===== config.mk =====
export PLATFORM = sky130hd
export DESIGN_NAME = guarded_cfg_reg
export DESIGN_NICKNAME = d
export VERILOG_FILES = /design/src/rtl/gcr_pkg.sv /design/src/rtl/gcr_guard.sv /design/src/rtl/gcr_field.sv /design/src/rtl/gcr_readback.sv /design/src/rtl/guarded_cfg_reg.sv
export SDC_FILE = /design/constraint.sdc
export NUM_CORES = 1
export LEC_CHECK = 0
export BUFFER_PORTS_ARGS = -buffer_cell sky130_fd_sc_hd__buf_2
export CAP_MARGIN = 0
export CORE_ASPECT_RATIO = 0.7
export CORE_MARGIN = 5
export CORE_UTILIZATION = 39
export DETAILED_ROUTE_END_ITERATION = 10
export GPL_TIMING_DRIVEN = 0
export PLACE_DENSITY = 0.78
export SYNTH_ARGS = -nofsm -noshare
export SYNTH_HDL_FRONTEND = slang
export SYNTH_SLANG_ARGS = --single-unit
export TNS_END_PERCENT = 100

===== constraint.sdc =====
create_clock -name clk -period 1.2 [get_ports clk]
set_input_delay 0.24 -clock clk [delete_from_list [all_inputs] [get_ports clk]]
set_output_delay 0.24 -clock clk [all_outputs]
set_load 0.005 [all_outputs]

===== src/rtl/gcr_pkg.sv =====
package gcr_pkg;
  localparam int unsigned ADDR_W = 2;
  localparam logic [ADDR_W-1:0] A_CFG   = 2'd0;
  localparam logic [ADDR_W-1:0] A_GUARD = 2'd1;
  localparam logic [ADDR_W-1:0] A_STAT  = 2'd2;
endpackage


===== src/rtl/gcr_guard.sv =====
// Guard bit and release detection.
module gcr_guard (
  input  logic clk,
  input  logic rst,
  input  logic wr_guard,
  input  logic wbit,
  output logic guard_q,
  output logic commit
);
  // High for the one edge in which the guard goes from 1 to 0.
  assign commit = wr_guard & ~wbit & guard_q;

  always_ff @(posedge clk) begin
    if (rst)           guard_q <= 1'b0;
    else if (wr_guard) guard_q <= wbit;
  end
endmodule


===== src/rtl/gcr_field.sv =====
// Staged and active copies of the protected field.
module gcr_field #(
  parameter int unsigned W = 3
) (
  input  logic         clk,
  input  logic         rst,
  input  logic         load,
  input  logic [W-1:0] wval,
  input  logic         commit,
  output logic [W-1:0] stage_q,
  output logic [W-1:0] act_q
);
  always_ff @(posedge clk) begin
    if (rst) begin
      stage_q <= '0;
      act_q   <= '0;
    end else begin
      if (load)   stage_q <= wval;
      if (commit) act_q   <= stage_q;
    end
  end
endmodule


===== src/rtl/gcr_readback.sv =====
// Registered read multiplexer.
module gcr_readback #(
  parameter int unsigned DATA_W   = 32,
  parameter int unsigned METHOD_W = 3,
  parameter int unsigned MISC_W   = 8
) (
  input  logic                      clk,
  input  logic                      rst,
  input  logic [gcr_pkg::ADDR_W-1:0] addr,
  input  logic [METHOD_W-1:0]       act,
  input  logic [MISC_W-1:0]         misc,
  input  logic                      guard,
  input  logic                      differs,
  output logic [DATA_W-1:0]         rdata
);
  localparam int unsigned CFG_W = METHOD_W + MISC_W;
  logic [DATA_W-1:0] nxt;

  always_comb begin
    nxt = '0;
    case (addr)
      gcr_pkg::A_CFG:   nxt[CFG_W-1:0] = {misc, act};
      gcr_pkg::A_GUARD: nxt[0] = guard;
      gcr_pkg::A_STAT:  nxt[0] = differs;
      default:          nxt = '0;
    endcase
  end

  always_ff @(posedge clk) begin
    if (rst) rdata <= '0;
    else     rdata <= nxt;
  end
endmodule


===== src/rtl/guarded_cfg_reg.sv =====
module guarded_cfg_reg #(
  parameter int unsigned DATA_W   = 32,
  parameter int unsigned METHOD_W = 3,
  parameter int unsigned MISC_W   = 8
) (
  input  logic                       clk,
  input  logic                       rst,
  input  logic [gcr_pkg::ADDR_W-1:0] bus_addr,
  input  logic                       bus_wr,
  input  logic [DATA_W-1:0]          bus_wdata,
  output logic [DATA_W-1:0]          bus_rdata,
  output logic [METHOD_W-1:0]        method_o,
  output logic [MISC_W-1:0]          misc_o,
  output logic                       pend_o
);
  localparam int unsigned CFG_W = METHOD_W + MISC_W;

  logic wr_cfg, wr_guard, guard_q, commit;
  logic [METHOD_W-1:0] stage_q, act_q;
  logic [MISC_W-1:0]   misc_q;

  assign wr_cfg   = bus_wr && (bus_addr == gcr_pkg::A_CFG);
  assign wr_guard = bus_wr && (bus_addr == gcr_pkg::A_GUARD);

  gcr_guard u_guard (
    .clk(clk), .rst(rst), .wr_guard(wr_guard), .wbit(bus_wdata[0]),
    .guard_q(guard_q), .commit(commit)
  );

  gcr_field #(.W(METHOD_W)) u_field (
    .clk(clk), .rst(rst), .load(wr_cfg && guard_q),
    .wval(bus_wdata[METHOD_W-1:0]), .commit(commit),
    .stage_q(stage_q), .act_q(act_q)
  );

  always_ff @(posedge clk) begin
    if (rst)         misc_q <= '0;
    else if (wr_cfg) misc_q <= bus_wdata[CFG_W-1:METHOD_W];
  end

  gcr_readback #(.DATA_W(DATA_W), .METHOD_W(METHOD_W), .MISC_W(MISC_W)) u_rb (
    .clk(clk), .rst(rst), .addr(bus_addr), .act(act_q), .misc(misc_q),
    .guard(guard_q), .differs(pend_o), .rdata(bus_rdata)
  );

  assign method_o = act_q;
  assign misc_o   = misc_q;
  assign pend_o   = (stage_q != act_q);
endmodule


# Word-level counts from Yosys, hierarchy flattened
# Cells that the tools add are included.
dict set report classes {
  add_sub_neg 0
  n_reduce_logical 5
  shifts 0
  magnitude_cmp 0
  div_mod_pow 0
  eq_ne 3
  bitwise 4
  muxes 1
  mul 0
}
# operator n
set op_table {}
lappend op_table {{logical AND 1 bit} 3}
lappend op_table {{!= test 3 bit} 1}
lappend op_table {{one-hot mux 1 bit (3 select lines)} 1}
lappend op_table {{AND 1 bit} 2}
lappend op_table {{equality test 2 x 1 -> 1 bit (second input constant)} 1}
lappend op_table {{equality test 2 bit (second input constant)} 1}
lappend op_table {{logical NOT 2 bit} 1}
lappend op_table {{NOT 1 bit} 2}
lappend op_table {{OR reduction 2 bit} 1}
dict set report word_totals {
  register_bits 47
  mem_bits_rw 0
  wordCells 20
  in_bits 37
  out_inout_bits 44
  latch_bits 0
  n_memories 0
  mem_bits_ro 0
}

# Longest topological paths before layout
# Gate-level depths: netlist of the first run.
dict set report depth {
  depth_word 4
  mapped_depth 4
  mapped_depth_nobuf 3
}

# Modules after synthesis
# A second synthesis of the first run with hierarchy kept.
dict set report hier_totals {
  cells_unflattened 111
  area_unflattened_um2 1149.9
}
# mod area_each_um2 n_inst seq_area_each_um2 cells_each
set modules_own_cells {}
lappend modules_own_cells {gcr_readback 488.0 1 220.2 48}
lappend modules_own_cells {guarded_cfg_reg 415.4 1 160.2 41}
lappend modules_own_cells {gcr_field 202.7 1 120.1 18}
lappend modules_own_cells {gcr_guard 43.8 1 20.0 4}

# Worst setup path before layout of the first run
# No wires, ideal clock.
dict set report synth_path {
  kind {register to output}
  start {register u_field.act_q[2]}
  end {output port pend_o}
  t_arrival_ps 862
  n_path_buf 0
  setup_slack_ps 98
  required_ps 960
  stages_incl_launch_ff 3
  cell_sequence {dfxtp_1 -> xor2_1 -> or3_1}
}
dict set report synth_via {
  elab_chain_len 1
}
# item line
set synth_rtl {}
lappend synth_rtl {{start, declared} gcr_field.sv:11} ;# output logic [W-1:0] act_q
lappend synth_rtl {{start signal, assigned} gcr_field.sv:19} ;# if (commit) act_q <= stage_q;
lappend synth_rtl {{!= test 3 bit} guarded_cfg_reg.sv:48} ;# assign pend_o = (stage_q != act_q);
lappend synth_rtl {{end, declared} guarded_cfg_reg.sv:14} ;# output logic pend_o
# Every way passes these cells.

# Worst setup path in the final report of the first run
# Ends and elaborated chain as after synthesis.

==> results of run 1 <==
-- registers in the layout, summed over array words and instances (netlist names) --
| name | cells |
|---|---|
| misc_o | 8 |
| u_rb.rdata | 11 |
| u_field.stage_q | 3 |
| u_field.act_q | 3 |
| u_guard.guard_q | 1 |
-- per-stage QoR --
step / hold slack, ns / TNS [ns] / setup WS (ns)
2_1_floorplan: 0.384 / 0 / 0.0982
3_3_place_gp: 0.458 / -0.784 / -0.0666
3_5_place_dp: 0.462 / -1.34 / -0.115
4_1_cts: 0.203 / -0.308 / -0.308
5_1_grt: 0.214 / -0.371 / -0.371
6_report: 0.203 / -0.315 / -0.315
-- worst max-delay path by stage --
stage	startpoint	endpoint
3_5_place_dp	rst	misc_o[4]$_SDFFE_PP0N_
4_1_cts	u_field.stage_q[0]$_SDFFE_PP0P_	pend_o
6_report	u_field.act_q[2]$_SDFFE_PP0P_	pend_o
5_1_grt	u_field.act_q[2]$_SDFFE_PP0P_	pend_o
3_3_place_gp	rst	u_field.stage_q[1]$_SDFFE_PP0P_
2_1_floorplan	u_field.act_q[2]$_SDFFE_PP0P_	pend_o
-- cell usage after synthesis --
cell type	n	area, um2
buf_4	21	158
a21oi_1	1	5.00
nor3b_4	1	18.8
inv_1	1	3.75
nor3_2	1	10.0
dfxtp_1	26	521
o311ai_0	1	8.76
nand2b_1	6	37.5
and2_1	10	62.6
conb_1	1	3.75
clkbuf_1	2	7.51
nor3b_1	1	7.51
mux2i_1	16	160
buf_2	1	5.00
and4bb_2	1	12.5
xor2_1	3	26.3
or2_0	1	6.26
nand3b_1	1	7.51
or3_1	1	6.26
nor2_1	12	45.0
-- cell type report --
class	count	area, um2	share of cell area
Tap cell	36	45.0	0.0296
Sequential cell	26	528	0.346
Clock inverter	1	30.0	0.0197
Buffer	24	170	0.112
Inverter	1	3.75	0.00246
Timing Repair Buffer	41	213	0.140
Multi-Input combinational cell	77	493	0.323
Clock buffer	3	41.3	0.0271
-- per-layer routing --
layer | GRT usage | wire [um] | up-vias
met1 | 0.148 | 963 | 386
met2 | 0.219 | 1190 | 34
li1 | - | - | 435
met5 | 0 | 0 | -
met3 | 0.0349 | 201 | 4
met4 | 0.0542 | 34 | 0
-- timing repair --
| item | 4_1_cts | 5_1_grt |
|---|---|---|
| buffers inserted | 3 | 0 |
| hold endpoints to repair | 0 | 0 |
| endpoints found under the setup margin | 1 | 1 |
| pin swaps | 1 | 1 |
| resized for setup | 6 | 0 |
| hold buffers | 0 | 0 |
-- power by group through the flow --
stage | logic (mW) | clock network, mW | registers (mW)
4_1_cts | 0.164 | 0.726 | 0.882
3_3_place_gp | 0.160 | 0 | 0.902
5_1_grt | 0.189 | 0.767 | 0.884
2_1_floorplan | 0.108 | 0 | 0.903
6_report | 0.167 | 0.714 | 0.882
3_5_place_dp | 0.163 | 0 | 0.903
-- cells by family after synthesis --
| logic type | after synthesis |
|---|---|
| muxes | 16 |
| buffers and inverters | 25 |
| DFF | 26 |
| other | 1 |
| AOI/OAI and AO/OA | 2 |
| xor gates and xnor gates | 3 |
| and+or+nand+nor | 35 |
-- critical path, delay by kind of cell, from the launching register on --
kind / cells / cell delay [ns]
buffers and inverters: 1 / 0.14
flip-flops: 1 / 0.33
XOR/XNOR: 1 / 0.16
AND/OR/NAND/NOR: 1 / 0.38
==> key figures, run 1 <==
Detailed routing
  • DRT iter0 DRCs: 67
  • DRT antenna net count: 0
  • Vias per cell: just over 4
  • Vias after detailed routing: 859
  • WL/cell: approximately 11 um
  • First drt pass iteration count: 3
  • DR DRC count: 0
  • WL final: 2.38 mm

STA
  • Post-route minimum period: roughly 1.5 ns
  • Setup-failing EPs final: 1
  • RSZ-0062 raised after global routing: true
  • Fmax: between 0.6 and 0.7 GHz
  • Clock skew: a little under 0.004 ns
  • Tightest Pin Transition: slightly above 0.5 ns
  • Final period utilization: 1.26
  • Fin. max-slew vios: 0
  • Worst Setup Slack, final: -0.315 ns
  • Hold violation total from the final report: 0
  • Slew HR: 0.660

Finish
  • Non-filler cells, final: roughly 210
  • Fillers: approximately 260
  • Layout cells sized above 1: 0.439
  • Most frequent cells in the layout: 39 x buf_2, 24 x buf_4, 21 x conb_1, 20 x dfxtp_1, 16 x mux2i_1
  • Layout Utilization: 0.552
  • Inserted Diodes: 0
  • Fin nets: 211
  • Area grow syn2layout: 37.0%
  • Commonest non-fill, non-tap cell in the layout: buf_2
  • Fin area: roughly 1500 um2

Floorplan
  • Total core area: 2760 um2
  • DIE AREA: between 4000 and 5000 um2
  • Initial cell density of the core: 0.403
  • Row cnt: 16
  • Io pins: 81
  • Die width: roughly 74 um
  • Die span in y: about 55 um

Power and ir drop
  • Switching Fraction: 0.199
  • Sequential power share: 0.500
  • Clock power frac: 0.405
  • Worst vdd ir: ~0.53 mV
  • Total net switching power: approximately 350 uW
  • Pleak: about 0.8 nW
  • Final Power: about 1.8 mW
  • Internal power: approximately 1.4 mW
  • Power Dens Cells: about 1200 nW/um2
  • Combinational Power Share: 0.095

Global routing
  • Largest net degree at the start of global routing: 16
  • Total grt overflow: 0
  • Total global-route track usage: 0.126
  • Global-route wire length before repair: roughly 3.8 mm
  • Initial antenna violation count: 0
  • Vias in the first global route: around 900

Setup path
  • CP cell instances: xor2_1 > or3_1 > buf_2
  • CP Max Fanout: 2
  • CP required: between 0.9 and 1 ns
  • Crit path kind: reg2out
  • Worst Path Arrival: 1.28 ns
  • FF-to-FF path depth: 3
  • Worst path slowest cell: or3_1
  • Crit Reg-Reg Endpoint: u_rb.rdata[0]$_SDFF_PP0_
  • R2R Setup Slk: about 0.11 ns
  • Max stage delay on crit path: 0.38 ns
  • Crit end category: primary output
  • R2R Path Start: u_field.stage_q[1]$_SDFFE_PP0P_
  • Setup crit start kind: flop

Synthesis
  • Post-synthesis mux area share: 0.144
  • Sequential element share of the synthesized area: 0.468
  • Synth Area in Compound Gates: 0.0124
  • Yosys warning count: 0
  • Unique cell type count in the Yosys netlist: 20
  • Post-synthesis xor/xnor area fraction: 0.0236
  • Mapped Area: 1110 um2
  • Synth Area in Simple Gates: 0.192
  • Number of synthesized register bits: 26
  • Mapped Cells: about 110
  • Post-Synth Adder-Cell Area: 0
  • Mapped Avg Cell Area: 10.3 um2
  • Main combinational cell family by area after synthesis: simple AND/OR/NAND/NOR gates

CTS
  • CTS tree: built
  • Clock transition at the registers of the reported paths: ~0.090 ns
  • CTS sink cnt: 26
  • Clk root buf: clkbuf_8
  • Number of buffers created by CTS: 3
  • Max Buffers Root-to-Sink: 2
  • H-tree depth: 1
  • Clk Latency, worst-skew pair: between 0.2 and 0.3 ns

Outcome
  • Failing checks: setup timing
  • Status: finished with violations

Job
  • Max cap viols: 0

Min path
  • Hold path startpoint: bus_wdata[9]
  • Worst hold stages: 3
  • Worst hold path endpoint: misc_o[6]$_SDFFE_PP0N_
  • Hold/Removal Path Class: in2reg

Placed design
  • Final GP Congestion: 0.730
  • Buffers added on ports: 38
  • Post-DP Area: between 1000 and 1500 um2
  • Cells after DPL: just over 200
(Power assumes the default switching activity.)
==> inputs of run 2 (changes only) <==
--- a/config.mk
+++ b/config.mk
@@ -7,12 +7,14 @@
 export LEC_CHECK = 0
 export BUFFER_PORTS_ARGS = -buffer_cell sky130_fd_sc_hd__buf_2
 export CAP_MARGIN = 0
+export CELL_PAD_IN_SITES_DETAIL_PLACEMENT = 0
+export CELL_PAD_IN_SITES_GLOBAL_PLACEMENT = 2
 export CORE_ASPECT_RATIO = 0.7
 export CORE_MARGIN = 5
-export CORE_UTILIZATION = 39
+export CORE_UTILIZATION = 21
 export DETAILED_ROUTE_END_ITERATION = 10
 export GPL_TIMING_DRIVEN = 0
-export PLACE_DENSITY = 0.78
+export PLACE_DENSITY = 0.77
 export SYNTH_ARGS = -nofsm -noshare
 export SYNTH_HDL_FRONTEND = slang
 export SYNTH_SLANG_ARGS = --single-unit
==> run 2 against run 1 <==
Net effect:
- the flow still finishes with violations (setup timing)
- core utilization fell by 25 points
- critical path depth unchanged
- via count down 4.9%
- worst setup slack improved by 0.011 ns
- clock power is 32% lower
- register-to-register slack better by 0.03 ns
- combinational power is essentially flat
- power decreased by 13%
- sequential power hardly changed
- clock skew fell by 0.0016 ns
- count of clock-buffer cells in the layout unchanged
- cell count rose by 17%
- critical path type unchanged
- largest cell class unchanged
- highest routed layer unchanged
==> key figures, run 2 (same netlist as run 1, synthesis figures left out) <==
STA
  • Hold violation total from the final report: 0 (unchanged)
  • Worst Setup Slack, final: -0.304 ns (was -0.315 ns)
  • Fmax: 0.665 GHz (was 0.660 GHz)
  • Clock skew: 0.00232 ns (was 0.00396 ns)
  • Final hold slack: 0.205 ns (was 0.203 ns)
  • Setup-failing EPs final: 1 (unchanged)
  • RSZ-0062 raised after global routing: true (unchanged)
  • Tightest Pin Transition: 0.609 ns (was 0.510 ns)
  • Post-route minimum period: 1.50 ns (was 1.52 ns)
  • Final period utilization: 1.25 (was 1.26)
  • Setup_tns: -0.304 ns (was -0.315 ns)
  • Fin. max-slew vios: 0 (unchanged)
  • Slew HR: 0.592 (was 0.660)

Detailed routing
  • First drt pass iteration count: 4 (was 3)
  • Vias per cell: 3.33 (was 4.11)
  • DR DRC count: 0 (unchanged)
  • WL final: 2.49 mm (was 2.38 mm)
  • WL/cell: 10.2 um (was 11.4 um)
  • DRT antenna net count: 0 (unchanged)
  • Vias after detailed routing: 817 (was 859)
  • DRT iter0 DRCs: 23 (was 67)

CTS
  • CTS tree: built (unchanged)
  • Max Buffers Root-to-Sink: 2 (unchanged)
  • CTS Hold Bufs: 0 (unchanged)
  • Clock transition at the registers of the reported paths: 0.09 ns (about the same)
  • CTS sink cnt: 26 (unchanged)
  • H-tree depth: 1 (unchanged)
  • Clk root buf: clkbuf_8 (unchanged)
  • Number of buffers created by CTS: 3 (unchanged)
  • Clk Latency, worst-skew pair: 0.26 ns (was 0.27 ns)

Placed design
  • Post-DP Area: 1470 um2 (was 1420 um2)
  • Buffers added on ports: 38 (unchanged)
  • Final GP Congestion: 0.690 (was 0.730)
  • HPWL after detailed placement: 1.88 mm
  • Place WS: -0.161 ns (was -0.115 ns)

Global routing
  • Vias in the first global route: 818 (was 885)
  • Total global-route track usage: 0.0719 (was 0.126)
  • Total grt overflow: 0 (unchanged)
  • Global-route wire length before repair: 3.91 mm (was 3.84 mm)
  • Largest net degree at the start of global routing: 14 (was 16)
  • Initial antenna violation count: 0 (unchanged)

Floorplan
  • Row cnt: 22 (was 16)
  • DIE AREA: 6880 um2 (was 4040 um2)
  • Total core area: 5170 um2 (was 2760 um2)
  • Initial cell density of the core: 0.215 (was 0.403)
  • Io pins: 81 (unchanged)
  • Die width: 97.0 um (was 73.8 um)
  • Die span in y: 70.9 um (was 54.7 um)

Setup path
  • R2R Setup Slk: 0.14 ns (was 0.11 ns)
  • R2R Path Start: u_guard.guard_q$_SDFFE_PP0N_ (was u_field.stage_q[1]$_SDFFE_PP0P_)
  • CP Max Fanout: 2 (unchanged)
  • Crit path kind: reg2out (unchanged)
  • Worst Path Arrival: 1.26 ns (was 1.28 ns)
  • FF-to-FF path depth: 3 (unchanged)
  • Crit Reg-Reg Endpoint: u_field.stage_q[0]$_SDFFE_PP0P_ (was u_rb.rdata[0]$_SDFF_PP0_)
  • CP required: 0.96 ns (about the same)
  • Crit end category: primary output (unchanged)
  • Setup crit start kind: flop (unchanged)

Finish
  • Fin area: 1550 um2 (was 1520 um2)
  • Commonest non-fill, non-tap cell in the layout: buf_2 (unchanged)
  • Largest register FFs: 11 (unchanged)
  • Fin nets: 212 (was 211)
  • Layout cells sized above 1: 0.434 (was 0.439)
  • Most frequent cells in the layout: 39 x buf_2, 25 x buf_4, 21 x conb_1, 21 x dfxtp_1, 16 x mux2i_1 (was 39 x buf_2, 24 x buf_4, 21 x conb_1, 20 x dfxtp_1, 16 x mux2i_1)
  • Area grow syn2layout: 38.9% (was 37.0%)
  • Fillers: 591 (was 264)
  • Inserted Diodes: 0 (unchanged)
  • Most flops, register: u_rb.rdata (unchanged)

Power and ir drop
  • Power Dens Cells: 995 nW/um2 (was 1160 nW/um2)
  • Pleak: 0.792 nW (was 0.801 nW)
  • Final Power: 1.54 mW (was 1.76 mW)
  • Worst vdd ir: 0.322 mV (was 0.525 mV)

Min path
  • Worst hold stages: 3 (unchanged)
  • Hold path startpoint: bus_wdata[6] (was bus_wdata[9])
  • Hold/Removal Path Class: in2reg (unchanged)
  • Worst hold path endpoint: misc_o[3]$_SDFFE_PP0N_ (was misc_o[6]$_SDFFE_PP0N_)

Outcome
  • Failing checks: setup timing (unchanged)
  • Status: finished with violations (unchanged)

Job
  • Max cap viols: 0 (unchanged)
run 2: power breakdown:
part	switching, mW	total [mW]	internal [mW]
Combinational	0.0746	0.167	0.0922
Sequential	0.00752	0.882	0.875
Clock	0.264	0.488	0.225
run 2: worst max-delay path: stages, from the launching register on:
cell	delay [ns]
dfxtp_2	0.33
xor2_1	0.16
or3_1	0.37
buf_2	0.14
run 2: metal layers:
layer  track usage  wire (um)
met2         0.105       1040
met1        0.0983       1270
met4        0.0140         14
met3        0.0325        165
met5             0          0
run 2: how the worst max path moves through the flow:
| stage | endpoint | cells after the start | start |
|---|---|---|---|
| 2_1_floorplan | pend_o | 2 | u_field.act_q[2]$_SDFFE_PP0P_ |
| 3_3_place_gp | misc_o[6]$_SDFFE_PP0N_ | 4 | rst |
| 3_5_place_dp | u_field.stage_q[2]$_SDFFE_PP0P_ | 4 | rst |
| 4_1_cts | pend_o | 3 | u_field.stage_q[0]$_SDFFE_PP0P_ |
| 5_1_grt | pend_o | 3 | u_field.stage_q[1]$_SDFFE_PP0P_ |
| 6_report | pend_o | 3 | u_field.act_q[0]$_SDFFE_PP0P_ |
run 2: what timing repair did:
action                     CTS  global route
pin swaps                    1             1
cloned                       0             0
setup buffers                4             0
gates resized for setup      5             0
setup endpoints to repair    1             1
run 2: metrics by stage:
| stage | cells | util |
|---|---|---|
| floorplan | 128 | - |
| global placement | 238 | 0.284 |
| detailed placement | 238 | 0.284 |
| CTS | 245 | 0.299 |
| global route | 245 | 0.299 |
| finish | 245 | 0.299 |
run 2: final cells by class:
class / instances / area (um2) / area share
Inverter: 1 / 3.75 / 0.00243
Sequential cell: 26 / 527 / 0.341
Timing Repair Buffer: 42 / 220 / 0.143
Clock buffer: 3 / 41.3 / 0.0267
Buffer: 24 / 170 / 0.110
Multi-Input combinational cell: 77 / 493 / 0.319
Tap cell: 72 / 90.1 / 0.0583
